## src/rtl/coal_pkg.sv

```systemverilog
package coal_pkg;

  // Strobes from the control FSM to the datapath.
  typedef struct packed {
    logic load;   // latch a new request
    logic issue;  // current transaction handed off
  } coalCtrl_t;

  typedef enum logic {
    ST_IDLE = 1'b0,
    ST_BUSY = 1'b1
  } coalState_t;

endpackage

```

## src/rtl/coal_segment_pick.sv

```systemverilog
// Combinational choice of the next transaction from the unserved lanes.
module coal_segment_pick #(
  parameter int LANES    = 16,
  parameter int ADDR_W   = 32,
  parameter int SEG_LOG2 = 7,
  parameter int SHRINK   = 2,
  localparam int SIZE_W  = $clog2(SHRINK + 1)
) (
  input  logic [LANES-1:0]        pending,
  input  logic [LANES*ADDR_W-1:0] laneAddrs,
  output logic [ADDR_W-1:0]       segBase,
  output logic [SIZE_W-1:0]       segSize,
  output logic [LANES-1:0]        segMask
);
  localparam int IDX_W    = (LANES > 1) ? $clog2(LANES) : 1;
  localparam int MIN_LOG2 = SEG_LOG2 - SHRINK;

  logic [IDX_W-1:0]  leadIdx;
  logic [ADDR_W-1:0] leadAddr;
  logic [LANES-1:0]  inSeg;
  logic [LANES-1:0]  levelDiff [SHRINK];
  logic              stillTight;

  // Lowest-numbered unserved lane leads.
  always_comb begin
    leadIdx = '0;
    for (int i = LANES - 1; i >= 0; i--) begin
      if (pending[i]) leadIdx = IDX_W'(i);
    end
  end

  assign leadAddr = laneAddrs[leadIdx*ADDR_W +: ADDR_W];

  for (genvar g = 0; g < LANES; g++) begin : gLane
    logic [ADDR_W-1:0] myAddr;
    assign myAddr   = laneAddrs[g*ADDR_W +: ADDR_W];
    assign inSeg[g] = pending[g] &&
                      (myAddr[ADDR_W-1:SEG_LOG2] == leadAddr[ADDR_W-1:SEG_LOG2]);
    for (genvar l = 0; l < SHRINK; l++) begin : gLevel
      assign levelDiff[l][g] = inSeg[g] &&
                               (myAddr[SEG_LOG2-1-l] != leadAddr[SEG_LOG2-1-l]);
    end
  end

  // Shrink level by level while every covered lane stays in the lead's part.
  always_comb begin
    segSize    = SIZE_W'(SHRINK);
    stillTight = 1'b1;
    for (int l = 0; l < SHRINK; l++) begin
      stillTight = stillTight && !(|levelDiff[l]);
      if (stillTight) segSize = SIZE_W'(SHRINK - 1 - l);
    end
  end

  assign segBase = leadAddr & ({ADDR_W{1'b1}} << (MIN_LOG2 + int'(segSize)));
  assign segMask = inSeg;

endmodule

```

## src/rtl/coal_datapath.sv

```systemverilog
module coal_datapath import coal_pkg::*; #(
  parameter int LANES    = 16,
  parameter int ADDR_W   = 32,
  parameter int SEG_LOG2 = 7,
  parameter int SHRINK   = 2,
  localparam int CNT_W   = $clog2(LANES + 1),
  localparam int SIZE_W  = $clog2(SHRINK + 1)
) (
  input  logic                    clk,
  input  logic                    rstN,
  input  coalCtrl_t               ctrl,
  input  logic [LANES-1:0]        reqActive,
  input  logic [LANES*ADDR_W-1:0] reqAddr,
  output logic                    pendingEmpty,
  output logic [ADDR_W-1:0]       txnBase,
  output logic [SIZE_W-1:0]       txnSize,
  output logic [LANES-1:0]        txnMask,
  output logic [CNT_W-1:0]        txnCount
);
  logic [LANES-1:0]        pending;
  logic [LANES*ADDR_W-1:0] addrReg;
  logic [CNT_W-1:0]        count;

  always_ff @(posedge clk) begin
    if (!rstN) begin
      pending <= '0;
      addrReg <= '0;
      count   <= '0;
    end else if (ctrl.load) begin
      pending <= reqActive;
      addrReg <= reqAddr;
      count   <= '0;
    end else if (ctrl.issue) begin
      pending <= pending & ~txnMask;
      count   <= count + 1'b1;
    end
  end

  coal_segment_pick #(
    .LANES(LANES), .ADDR_W(ADDR_W), .SEG_LOG2(SEG_LOG2), .SHRINK(SHRINK)
  ) u_pick (
    .pending  (pending),
    .laneAddrs(addrReg),
    .segBase  (txnBase),
    .segSize  (txnSize),
    .segMask  (txnMask)
  );

  assign pendingEmpty = (pending == '0);
  assign txnCount     = count;


  served_clear_chk: assert property (@(posedge clk) disable iff (!rstN)
    ctrl.issue |=> (pending & $past(txnMask)) == '0);


  empty_req_chk: assert property (@(posedge clk) disable iff (!rstN)
    (ctrl.load && reqActive == '0) |=> (pendingEmpty && txnCount == '0));

endmodule

```

## src/rtl/coal_control.sv

```systemverilog
module coal_control import coal_pkg::*; (
  input  logic      clk,
  input  logic      rstN,
  input  logic      reqValid,
  input  logic      txnReady,
  input  logic      pendingEmpty,
  output logic      reqReady,
  output logic      txnValid,
  output logic      doneValid,
  output coalCtrl_t ctrl
);
  coalState_t state, stateNext;

  always_comb begin
    reqReady   = (state == ST_IDLE);
    txnValid   = (state == ST_BUSY) && !pendingEmpty;
    doneValid  = (state == ST_BUSY) && pendingEmpty;
    ctrl.load  = reqReady && reqValid;
    ctrl.issue = txnValid && txnReady;
    stateNext  = state;
    case (state)
      ST_IDLE: if (reqValid) stateNext = ST_BUSY;
      ST_BUSY: if (pendingEmpty) stateNext = ST_IDLE;
      default: stateNext = ST_IDLE;
    endcase
  end

  always_ff @(posedge clk) begin
    if (!rstN) state <= ST_IDLE;
    else       state <= stateNext;
  end


  done_single_chk: assert property (@(posedge clk) disable iff (!rstN)
    doneValid |=> !doneValid);


  reopen_chk: assert property (@(posedge clk) disable iff (!rstN)
    doneValid |=> reqReady);


  busy_closed_chk: assert property (@(posedge clk) disable iff (!rstN)
    ctrl.load |=> !reqReady);

endmodule

```

## src/rtl/hw_coalescer.sv

```systemverilog
module hw_coalescer import coal_pkg::*; #(
  parameter int LANES    = 16,
  parameter int ADDR_W   = 32,
  parameter int SEG_LOG2 = 7,
  parameter int SHRINK   = 2,
  localparam int CNT_W   = $clog2(LANES + 1),
  localparam int SIZE_W  = $clog2(SHRINK + 1)
) (
  input  logic                    clk,
  input  logic                    rstN,
  input  logic                    reqValid,
  output logic                    reqReady,
  input  logic [LANES-1:0]        reqActive,
  input  logic [LANES*ADDR_W-1:0] reqAddr,
  output logic                    txnValid,
  input  logic                    txnReady,
  output logic [ADDR_W-1:0]       txnBase,
  output logic [SIZE_W-1:0]       txnSize,
  output logic [LANES-1:0]        txnMask,
  output logic                    doneValid,
  output logic [CNT_W-1:0]        doneCount
);
  localparam int MIN_LOG2 = SEG_LOG2 - SHRINK;

  coalCtrl_t ctrl;
  logic      pendingEmpty;

  coal_control u_ctrl (
    .clk(clk), .rstN(rstN), .reqValid(reqValid), .txnReady(txnReady),
    .pendingEmpty(pendingEmpty), .reqReady(reqReady), .txnValid(txnValid),
    .doneValid(doneValid), .ctrl(ctrl)
  );

  coal_datapath #(
    .LANES(LANES), .ADDR_W(ADDR_W), .SEG_LOG2(SEG_LOG2), .SHRINK(SHRINK)
  ) u_dp (
    .clk(clk), .rstN(rstN), .ctrl(ctrl), .reqActive(reqActive), .reqAddr(reqAddr),
    .pendingEmpty(pendingEmpty), .txnBase(txnBase), .txnSize(txnSize),
    .txnMask(txnMask), .txnCount(doneCount)
  );


  hold_stable_chk: assert property (@(posedge clk) disable iff (!rstN)
    (txnValid && !txnReady) |=> (txnValid && $stable(txnBase) &&
                                 $stable(txnSize) && $stable(txnMask)));


  base_align_chk: assert property (@(posedge clk) disable iff (!rstN)
    txnValid |-> ((txnBase & ((ADDR_W'(1) << (MIN_LOG2 + int'(txnSize))) - 1'b1)) == '0));


  mask_present_chk: assert property (@(posedge clk) disable iff (!rstN)
    txnValid |-> txnMask != '0);

endmodule

```

## config.mk

```make
export PLATFORM = sky130hd
export DESIGN_NAME = hw_coalescer
export DESIGN_NICKNAME = d
export VERILOG_FILES = /design/src/rtl/coal_pkg.sv /design/src/rtl/coal_segment_pick.sv /design/src/rtl/coal_datapath.sv /design/src/rtl/coal_control.sv /design/src/rtl/hw_coalescer.sv
export SDC_FILE = /design/constraint.sdc
export NUM_CORES = 2
export LEC_CHECK = 0
export ABC_AREA = 1
export BUFFER_PORTS_ARGS = -buffer_cell sky130_fd_sc_hd__buf_4
export CAP_MARGIN = 20
export CORE_MARGIN = 2
export CORE_UTILIZATION = 37
export CTS_CLUSTER_SIZE = 28
export DETAILED_ROUTE_END_ITERATION = 8
export PLACE_DENSITY_LB_ADDON = 0.3
export SLEW_MARGIN = 40
export SYNTH_ARGS = -nofsm -noshare
export SYNTH_HDL_FRONTEND = slang
export SYNTH_HIERARCHICAL = 1
export SYNTH_SLANG_ARGS = --single-unit
```

## constraint.sdc

```tcl
create_clock -name clk -period 6.4 [get_ports clk]
set_input_delay 0.64 -clock clk [delete_from_list [all_inputs] [get_ports clk]]
set_output_delay 0.64 -clock clk [all_outputs]
set_load 0.01 [all_outputs]
```

==> results.toml <==
[clock_network]
numCtsBuffers = 48
cts_setup_buffers = 0
worstSkewPairLatency_ps = 610
cts.clk_slew.worst_paths_ps = 70
htreeDepth = 2
hold_buffers = 0
post_cts_resized = 0
clkSinkCount = 454
cts-root-buf = "clkbuf_16"
cts_tree = "built"
cts_buffer_depth = 3

[finish]
stdcell_count = 6120
drive_gt1_frac = 0.158
final_nets = 5571
area_growth_pct = 19.9

[global_route]
grt_usage = 0.335
grt_pass1_vias = 30300
grt_max_degree = 206
grt_overflow_total = 0
grt_pass1_wl_um = 202000
antenna_found_initial = 2

[worst_setup_path]
cpPeakStageDelay_ps = 450
critPathRequiredTime_ps = 5760
arrival_ps = 5320
worst-path-max-fanout = 29
critPathKind = "flip-flop to primary output"
critical_path_buf_inv_count = 7
cp-end-kind = "primary output"
cpMaxStageDelayCell = "dfxtp_1"
startpoint_type = "flip-flop"
path_common_cell = "nand2_1"
cp_top_family = "simple AND/OR/NAND/NOR gates"

[sta]
timing.fmax_ghz = 0.168
grt_setup_unrepaired = "no"
setup_violations = 0
period_needed_ps = 5960
fin_crit_sh = 0.931
fin_hold_ws_ps = 247
tightest_slew_ps = 887
clock-skew-final_ps = 26.6
layout_setup_ws_ps = 444
slew_violations = 0
setup-tns-final_ps = 0
max_slew_margin = 0.409
finalHoldViolations = 0

[yosys]
syn_area_um2 = 29000
synth_cells = 4693
synth.yosys.warnings = 6
synth.avg_cell_area_um2 = 6.17

[placement]
place_ws_ps = 1240
dp.cells = 6027
port_buffers = 504
gp_congestion = 1.02
hpwl_um = 106000

[job]
maxCapViolCount = 0

[power_and_ir_drop]
p_total_mw = 11.8
internal-power_mw = 6.56
vdd_drop_max_mv = 0.151
combPwrFrac = 0.455
p_per_area_nw_per_um2 = 341
power_leakage_nw = 16.2
swShare = 0.446
seqPwrFrac = 0.293
p_switching_mw = 5.29
power.share.clock = 0.252

[floorplanning]
ios = 590
start_util = 0.374
die-height_um = 284
die_w_um = 284
rows = 102
core_area_um2 = 77500
dieArea_um2 = 80600

[routing]
drt-total-wl_um = 140000
num_vias = 33200
vias_per_cell = 5.42
avgRoutedWirePerCell_um = 23.0
drc = 0
dr.pass1.iters = 6
dr.first_iter.drc_count = 3979
antenna_left = 0

[status]
status = "complete, no violations"

[worst_hold_path]
hold_path_class = "input pin to flip-flop"
layer usage:
metal  vias up  share of wire  track usage
met4         0          0.070        0.203
met1     15300           0.41        0.447
met5         -              0            0
met2      1829           0.42        0.502
li1      15800              -            -
met3       314          0.091       0.0585
flip-flops by register name, summed over array words and instances (netlist names):
signal	cells
u_dp/txnCount	5
u_dp/pending	16
u_ctrl/state	1
u_dp/addrReg	432
power by group through the flow:
| stage | clock network, mW | registers, mW | logic, mW |
|---|---|---|---|
| finish | 2.98 | 3.47 | 5.39 |
| global route | 3.14 | 3.48 | 5.76 |
| CTS | 3.03 | 3.45 | 5.21 |
| detailed placement | 0 | 3.51 | 5.19 |
| global placement | 0 | 3.51 | 5.16 |
| floorplan | 0 | 3.29 | 3.35 |
final timing paths:
kind / slack [ps] / depth (start not counted) / from / end
setup / recovery: 440 / 38 / u_dp/pending[14] / txnBase[5]
hold / removal: 250 / 3 / reqAddr[273] / u_dp/addrReg[273]
setup reg to reg: 1710 / 32 / u_dp/pending[14] / u_dp/pending[14]
hold reg to reg: 500 / 2 / u_dp/addrReg[102] / u_dp/addrReg[102]
stage by stage:
step                utilization  area [µm²]
floorplan                     -       29000
global placement          0.426       33000
detailed placement        0.426       33000
CTS                       0.448       34700
global route              0.448       34700
finish                    0.448       34700
final cells by class:
type	count	area, µm²
fillers	8295	42700
flip-flops and latches	454	9090
well taps	1040	1300
clock buffers	67	1360
inverters	279	1080
clock inverters	22	305
diodes	3	7.51
multi-input cells	3625	16700
repair buffers	630	4920
worst register-to-register path, delay by kind of cell, from the launching register on:
family	cells	cell delay [ps]
and+or+nand+nor	25	2550
buffers and inverters	5	1050
DFF	1	450
xor gates and xnor gates	1	410
AOI/OAI and AO/OA	1	130
cell usage in the layout (no fill, tap or decap), types with 33 or more instances in the layout:
cell,n
nand2_1,956
a21oi_1,33
dfxtp_1,454
o21ai_0,491
buf_4,613
xor2_1,52
nor2_1,1102
nand3b_1,116
inv_1,260
nand3_1,674
clkbuf_16,49
Note: power is estimated with default switching activity, not from simulation.
